## src/rtl/cmp_timer_pkg.sv

```systemverilog
// Package: shared encodings for the dual-channel compare timer.
// Assumes a 3-bit register address space and an 8-bit control byte.
package cmp_timer_pkg;

    typedef enum logic [1:0] {
        ACT_OFF    = 2'b00,
        ACT_TOGGLE = 2'b01,
        ACT_CLEAR  = 2'b10,
        ACT_SET    = 2'b11
    } act_e;

    typedef enum logic [1:0] {
        WAVE_FREE  = 2'b00,
        WAVE_CTC   = 2'b01,
        WAVE_BUF0  = 2'b10,
        WAVE_BUF1  = 2'b11
    } wave_e;

    localparam logic [2:0] ADDR_CTRL = 3'd0;
    localparam logic [2:0] ADDR_CMPA = 3'd1;
    localparam logic [2:0] ADDR_CMPB = 3'd2;
    localparam logic [2:0] ADDR_CNT  = 3'd3;
    localparam logic [2:0] ADDR_FLAG = 3'd4;

endpackage

```

## src/rtl/cmp_prescaler.sv

```systemverilog
// Module: divide-by-DIV step generator.
// Produces a one-cycle tick every DIV cycles while run is high.
// Assumes DIV >= 2. The phase restarts whenever run is low.
module cmp_prescaler #(
    parameter int DIV = 8
) (
    input  logic clk,
    input  logic rst_n,
    input  logic run,
    output logic tick
);
    localparam int PW = (DIV > 2) ? $clog2(DIV) : 1;
    localparam logic [PW-1:0] LAST = PW'(DIV - 1);

    logic [PW-1:0] phase_q;

    // Phase counter: counts 0..DIV-1 while running, otherwise parks at 0.
    always_ff @(posedge clk) begin
        if (!rst_n || !run)    phase_q <= '0;
        else if (phase_q == LAST) phase_q <= '0;
        else                   phase_q <= phase_q + 1'b1;
    end

    assign tick = run && (phase_q == LAST);

    // Two ticks can never come back to back when DIV >= 2.
    assert_tick_spacing_R2: assert property (@(posedge clk) disable iff (!rst_n)
        tick |=> !tick);

endmodule

```

## src/rtl/cmp_counter.sv

```systemverilog
// Module: the counter, overflow flag and post-write match block.
// Handles the free-running, clear-on-match and buffered counting modes.
// Assumes tick is a single-cycle step enable. A counter write overrides a step.
module cmp_counter #(
    parameter int W = 16
) (
    input  logic                      clk,
    input  logic                      rst_n,
    input  logic                      tick,
    input  logic                      wr_cnt,
    input  logic [W-1:0]              wr_val,
    input  logic                      clr_ovf,
    input  cmp_timer_pkg::wave_e      wave,
    input  logic [W-1:0]              ctc_top,
    output logic [W-1:0]              cnt,
    output logic                      ovf,
    output logic                      blk,
    output logic                      step,
    output logic                      top_step
);
    import cmp_timer_pkg::*;

    localparam logic [W-1:0] MAXV = '1;

    logic at_top;

    assign step     = tick && !wr_cnt;
    assign at_top   = (wave == WAVE_CTC) ? (cnt == ctc_top) : (cnt == MAXV);
    assign top_step = step && at_top;

    // Counter: a write wins, otherwise step up or restart from zero at TOP.
    always_ff @(posedge clk) begin
        if (!rst_n)        cnt <= '0;
        else if (wr_cnt)   cnt <= wr_val;
        else if (step)     cnt <= at_top ? '0 : cnt + 1'b1;
    end

    // Overflow flag: set on a step from all-ones; a set beats a clear.
    always_ff @(posedge clk) begin
        if (!rst_n)                      ovf <= 1'b0;
        else if (step && cnt == MAXV)    ovf <= 1'b1;
        else if (clr_ovf)                ovf <= 1'b0;
    end

    // Match block: armed by a counter write, released by the next tick.
    always_ff @(posedge clk) begin
        if (!rst_n)      blk <= 1'b0;
        else if (wr_cnt) blk <= 1'b1;
        else if (tick)   blk <= 1'b0;
    end

    assert_wrap_flag_R3: assert property (@(posedge clk) disable iff (!rst_n)
        (step && cnt == MAXV) |=> ovf);

    assert_ctc_return_R4: assert property (@(posedge clk) disable iff (!rst_n)
        (step && wave == WAVE_CTC && cnt == ctc_top) |=> (cnt == '0));

    assert_hold_R2: assert property (@(posedge clk) disable iff (!rst_n)
        (!tick && !wr_cnt) |=> $stable(cnt));

    assert_write_wins_R10: assert property (@(posedge clk) disable iff (!rst_n)
        wr_cnt |=> (cnt == $past(wr_val)));

endmodule

```

## src/rtl/cmp_channel.sv

```systemverilog
// Module: one output-compare channel.
// Holds the buffered and active compare values, detects a match on a count
// step and applies the selected pin action. Assumes step, top_step and blk
// come from cmp_counter in the same cycle as cnt.
module cmp_channel #(
    parameter int W = 16
) (
    input  logic                  clk,
    input  logic                  rst_n,
    input  logic                  wr_cmp,
    input  logic [W-1:0]          wr_val,
    input  logic                  buffered,
    input  logic                  step,
    input  logic                  top_step,
    input  logic                  blk,
    input  logic [W-1:0]          cnt,
    input  cmp_timer_pkg::act_e   act,
    input  logic                  dir,
    output logic [W-1:0]          cmp_act,
    output logic                  pin,
    output logic                  ovr
);
    import cmp_timer_pkg::*;

    logic [W-1:0] cmp_buf;
    logic         match;

    // Buffer register: captures every compare write.
    always_ff @(posedge clk) begin
        if (!rst_n)      cmp_buf <= '0;
        else if (wr_cmp) cmp_buf <= wr_val;
    end

    // Active value: direct write when unbuffered, buffer copy at TOP otherwise.
    always_ff @(posedge clk) begin
        if (!rst_n)                         cmp_act <= '0;
        else if (!buffered && wr_cmp)       cmp_act <= wr_val;
        else if (buffered && top_step)      cmp_act <= cmp_buf;
    end

    assign match = step && !blk && (cnt == cmp_act);

    // Pin register: applies toggle, clear or set on a match.
    always_ff @(posedge clk) begin
        if (!rst_n) pin <= 1'b0;
        else if (match) begin
            case (act)
                ACT_TOGGLE: pin <= ~pin;
                ACT_CLEAR:  pin <= 1'b0;
                ACT_SET:    pin <= 1'b1;
                default:    pin <= pin;
            endcase
        end
    end

    assign ovr = (act != ACT_OFF) && dir;

    assert_off_hold_R6: assert property (@(posedge clk) disable iff (!rst_n)
        (act == ACT_OFF) |=> (pin == $past(pin)));

    assert_set_action_R5: assert property (@(posedge clk) disable iff (!rst_n)
        (step && !blk && cnt == cmp_act && act == ACT_SET) |=> pin);

    assert_block_R8: assert property (@(posedge clk) disable iff (!rst_n)
        (blk && step) |=> $stable(pin));

    assert_buffer_hold_R9: assert property (@(posedge clk) disable iff (!rst_n)
        (buffered && !top_step) |=> $stable(cmp_act));

endmodule

```

## src/rtl/cmp_timer.sv

```systemverilog
// Module: top of the dual-channel compare timer.
// Decodes register writes, holds the control byte and instantiates the
// prescaler, the counter and one compare channel per output.
// Assumes a single write per cycle. Control bits 3:2 are always zero.
module cmp_timer #(
    parameter int W   = 16,
    parameter int DIV = 8
) (
    input  logic         clk,
    input  logic         rst_n,
    input  logic         wr_en,
    input  logic [2:0]   wr_addr,
    input  logic [W-1:0] wr_data,
    input  logic         cnt_run,
    input  logic         dir_a,
    input  logic         dir_b,
    output logic [W-1:0] count,
    output logic         ovf_flag,
    output logic         pin_a,
    output logic         pin_b,
    output logic         ovr_a,
    output logic         ovr_b
);
    import cmp_timer_pkg::*;

    localparam int NCH = 2;

    logic [7:0]     ctrl_q;
    logic           tick, step, top_step, blk;
    logic           wr_cnt, clr_ovf, buffered;
    wave_e          wave;
    logic [W-1:0]   cmp_act [NCH];
    logic [NCH-1:0] pins, ovrs, dirs;

    assign wr_cnt   = wr_en && (wr_addr == ADDR_CNT);
    assign clr_ovf  = wr_en && (wr_addr == ADDR_FLAG) && wr_data[0];
    assign wave     = wave_e'(ctrl_q[1:0]);
    assign buffered = ctrl_q[1];
    assign dirs     = {dir_b, dir_a};

    // Control byte: writable action and wave fields; bits 3:2 stay zero.
    always_ff @(posedge clk) begin
        if (!rst_n)                                 ctrl_q <= '0;
        else if (wr_en && wr_addr == ADDR_CTRL)     ctrl_q <= {wr_data[7:4], 2'b00, wr_data[1:0]};
    end

    cmp_prescaler #(.DIV(DIV)) u_presc (
        .clk(clk), .rst_n(rst_n), .run(cnt_run), .tick(tick)
    );

    cmp_counter #(.W(W)) u_cnt (
        .clk(clk), .rst_n(rst_n), .tick(tick), .wr_cnt(wr_cnt),
        .wr_val(wr_data), .clr_ovf(clr_ovf), .wave(wave),
        .ctc_top(cmp_act[0]), .cnt(count), .ovf(ovf_flag), .blk(blk),
        .step(step), .top_step(top_step)
    );

    for (genvar i = 0; i < NCH; i++) begin : g_ch
        logic wr_cmp_i;
        assign wr_cmp_i = wr_en && (wr_addr == ADDR_CMPA + 3'(i));

        cmp_channel #(.W(W)) u_ch (
            .clk(clk), .rst_n(rst_n), .wr_cmp(wr_cmp_i), .wr_val(wr_data),
            .buffered(buffered), .step(step), .top_step(top_step), .blk(blk),
            .cnt(count), .act(act_e'(ctrl_q[7-2*i -: 2])), .dir(dirs[i]),
            .cmp_act(cmp_act[i]), .pin(pins[i]), .ovr(ovrs[i])
        );
    end

    assign pin_a = pins[0];
    assign pin_b = pins[1];
    assign ovr_a = ovrs[0];
    assign ovr_b = ovrs[1];

    assert_ctrl_rsvd_R10: assert property (@(posedge clk) disable iff (!rst_n)
        ctrl_q[3:2] == 2'b00);

endmodule

```

## config.mk

```make
export PLATFORM = sky130hd
export DESIGN_NAME = cmp_timer
export DESIGN_NICKNAME = d
export VERILOG_FILES = /design/src/rtl/cmp_timer_pkg.sv /design/src/rtl/cmp_prescaler.sv /design/src/rtl/cmp_counter.sv /design/src/rtl/cmp_channel.sv /design/src/rtl/cmp_timer.sv
export SDC_FILE = /design/constraint.sdc
export NUM_CORES = 1
export LEC_CHECK = 0
export CAP_MARGIN = 20
export CORE_ASPECT_RATIO = 0.5
export CORE_MARGIN = 2
export CORE_UTILIZATION = 57
export CTS_CLUSTER_DIAMETER = 100
export DETAILED_ROUTE_END_ITERATION = 12
export PLACE_DENSITY = 0.79
export RECOVER_POWER = 50
export REMOVE_ABC_BUFFERS = 1
export SLEW_MARGIN = 20
export SYNTH_ARGS = -nofsm -noshare
export SYNTH_HDL_FRONTEND = slang
export SYNTH_SLANG_ARGS = --single-unit
```

## constraint.sdc

```tcl
create_clock -name clk -period 2.2 [get_ports clk]
set_input_delay 0.55 -clock clk [delete_from_list [all_inputs] [get_ports clk]]
set_output_delay 0.55 -clock clk [all_outputs]
set_load 0.005 [all_outputs]
```

==> results.json <==
{
  "p_sw_uw": 865,
  "synth_cells": 570,
  "cts_setup_buffers": 0,
  "ys_ff_latch": 93,
  "critPathSlowestCell": "clkdlybuf4s50_1",
  "overflow": 0,
  "worstHoldPathType": "flip-flop to flip-flop",
  "finalCriticalPeriod_ps": 2140,
  "clock_sinks": 93,
  "seqCellArea_um2": 1860,
  "status": "finished clean",
  "crit_path_frequent_cell": "clkdlybuf4s50_1",
  "die_w_um": 130,
  "power_density_nw_per_um2": 652,
  "hpwl_um": 8570,
  "drt_iter0_drc": 477,
  "final_net_count": 651,
  "holdWs_ps": 430,
  "grt_pass1_wl_um": 20300,
  "cts_tree": "done",
  "synth.top_cells.by_area": "dfxtp_1 (41%), nand2_1 (12%), xnor2_1 (6.8%)",
  "syn_area_per_cell_um2": 7.94,
  "timing.max_cap.violations": 0,
  "power_frac_clock_pct": 40.0,
  "cp_top_family": "buffers and inverters",
  "cp_max_fo": 1,
  "synth_area_um2": 4530,
  "fin_skew_ps": 4.35,
  "swShare_pct": 24.1,
  "rrSetupSlack_ps": 160,
  "antenna_left": 0,
  "worstSetupPathType": "input pin to output port",
  "drtPass1Iterations": 6,
  "viasPerCell": 5.95,
  "htreeDepth": 3,
  "fillers": 618,
  "dieArea_um2": 8710,
  "worst_setup_path_end_kind": "output port",
  "antenna_found_initial": 0,
  "synthDistinctLibCells": 50,
  "clkTransAtPathRegs_ps": 60,
  "synth_edf_count": 0,
  "synth_flop_cell": "dfxtp_1",
  "clock_latency_ps": 340,
  "peakVddDrop_uv": 393,
  "rsz0062_at_grt": "no",
  "finalHoldViolations": 0,
  "worstPathArrival_ps": 1590,
  "root_buffer": "clkbuf_16",
  "io_pins": 46,
  "synth.top_cell.area_share_pct": 41.1,
  "grt_pass1_vias": 4060,
  "critPathMaxStageDelay_ps": 490,
  "crit_required_ps": 1650,
  "fp-row-count": 22,
  "grt.total_usage_pct": 31.0,
  "crit_buf_inv": 2,
  "yosys_warnings": 0,
  "final_cells": 734,
  "synth-seq-area-share_pct": 41.1,
  "slew-limit-headroom_pct": 46.6,
  "ys_async_sr_fraction_pct": 0,
  "clockBufferDepth": 2,
  "die_y_um": 67.0,
  "intPower_uw": 2720,
  "area_growth_pct": 21.4,
  "design.core.area_um2": 7510,
  "diodes": 0,
  "dpl.cell_count": 720,
  "max_freq_mhz": 468,
  "synth_area_leader_cell": "dfxtp_1",
  "worst_slew_pin_slew_ps": 800,
  "vias": 4364,
  "setup_viol": 0,
  "drv_slew": 0,
  "drt_wl_total_um": 12700,
  "io_buffers": 45,
  "ctsHoldBuffers": 0,
  "initial_core_util_pct": 60.2,
  "critPathLaunchType": "input pin",
  "wl_per_cell_um": 17.3,
  "gp_congestion": 0.972,
  "p_leak_uw": 0.00192,
  "drc_errors": 0,
  "grt_max_degree": 43,
  "multiInputGateArea_um2": 2390,
  "p_comb_share_pct": 10.7,
  "crit_chain": "clkdlybuf4s50_1, and2_1, clkdlybuf4s50_1",
  "drive_gt1_share_pct": 11.0,
  "p_seq_share_pct": 49.3,
  "post-route-period-util_pct": 97.2,
  "cts_made_buffers": 9
}
flip-flops by register name, indices dropped and copies added (netlist names):
| name | count |
|---|---|
| g_ch.u_ch.cmp_act | 32 |
| u_cnt.cnt | 16 |
| g_ch.u_ch.cmp_buf | 32 |
| g_ch.u_ch.pin | 2 |
| u_cnt.ovf | 1 |
| u_presc.phase_q | 3 |
| u_cnt.blk | 1 |
| ctrl_q | 6 |
Yosys cell counts, types with 2 or more instances:
cell	number
and2_1	3
or3_1	3
nand2b_1	2
xnor2_1	35
and4_1	2
nor2_1	21
xor2_1	6
nor4_4	2
nand3_1	15
dfxtp_1	93
clkbuf_1	23
mux2i_1	6
a41oi_1	2
and3_1	13
nand3b_1	2
nand4_1	12
ha_1	3
nand2_1	142
a22oi_1	4
a21oi_1	50
buf_4	6
buf_6	5
nand2_2	2
buf_2	11
o22ai_1	9
a31oi_1	34
inv_1	4
buf_1	3
o21ai_0	35
or2_2	2
cell families after synthesis:
kind of cell	synth area share (%)
simple gates	25.1
compound gates	17.7
flops	41.1
mux	1.33
buf+inv	5.94
fa+ha+maj	0.830
xor+xnor	7.93
per-stage QoR:
step	util, %	total power [uW]	TNS (ps)	area [um2]	worst slack, ps
after floorplan	-	1970	-974	4270	-32.3
after global placement	70.0	2170	-1350	5260	-50.7
after detailed placement	70.0	2180	-4450	5260	-161
after CTS	73.5	3590	0	5530	20.7
after global routing	73.1	3690	0	5490	10.6
final	73.1	3580	0	5490	61.2
power by group through the flow:
stage	clock [uW]	sequential, uW	combinational (uW)
2_1_floorplan	0	1800	173
6_report	1430	1770	383
4_1_cts	1440	1770	383
5_1_grt	1510	1770	410
3_5_place_dp	0	1800	380
3_3_place_gp	0	1800	374
cells in the final DEF (no fill, tap or decap), drive strengths merged, types with 2 or more instances in the layout:
cell type / count
nand2: 144
dfxtp: 93
a21oi: 50
buf: 41
clkdlybuf4s50: 37
xnor2: 35
o21ai: 35
a31oi: 34
nor2: 22
clkbuf: 17
nand3: 16
and3: 13
nand4: 13
o22ai: 9
dlygate4sd3: 7
mux2i: 6
xor2: 6
inv: 4
a22oi: 4
or3: 3
ha: 3
or2: 3
and2: 3
nor4: 3
and4: 2
a41oi: 2
nand3b: 2
nand2b: 2
nor2b: 2
nand4b: 2
final timing paths:
| path | startpoint | endpoint | cells after the start |
|---|---|---|---|
| min reg2reg | u_presc.phase_q[0] | u_presc.phase_q[0] | 1 |
| max reg2reg | u_cnt.cnt[1] | u_cnt.cnt[6] | 8 |
| min | u_presc.phase_q[0] | u_presc.phase_q[0] | 1 |
| max | dir_b | ovr_b | 3 |
layer usage:
layer | vias to the layer above | part of all wire [%] | wire length [um] | global-route usage, %
met5 | - | 0 | 0 | 0
met4 | 0 | 1.5 | 187 | 9.81
met3 | 20 | 9.4 | 1200 | 7.23
met2 | 201 | 44 | 5560 | 47.8
met1 | 2084 | 45 | 5780 | 43.2
li1 | 2059 | - | - | -
repair_timing:
action / 4_1_cts / 5_1_grt
setup endpoints to repair: 0 / 1
resized for setup: 0 / 1
hold endpoints to repair: 0 / 0
cell type report:
type / count / share of cell area, %
Sequential cell: 93 / 33.9
Inverter: 4 / 0.273
Timing Repair Buffer: 90 / 14.9
Multi-Input combinational cell: 425 / 43.6
Clock buffer: 13 / 4.74
Tap cell: 108 / 2.46
Clock inverter: 1 / 0.137
Note: power is estimated with default switching activity, not from simulation.
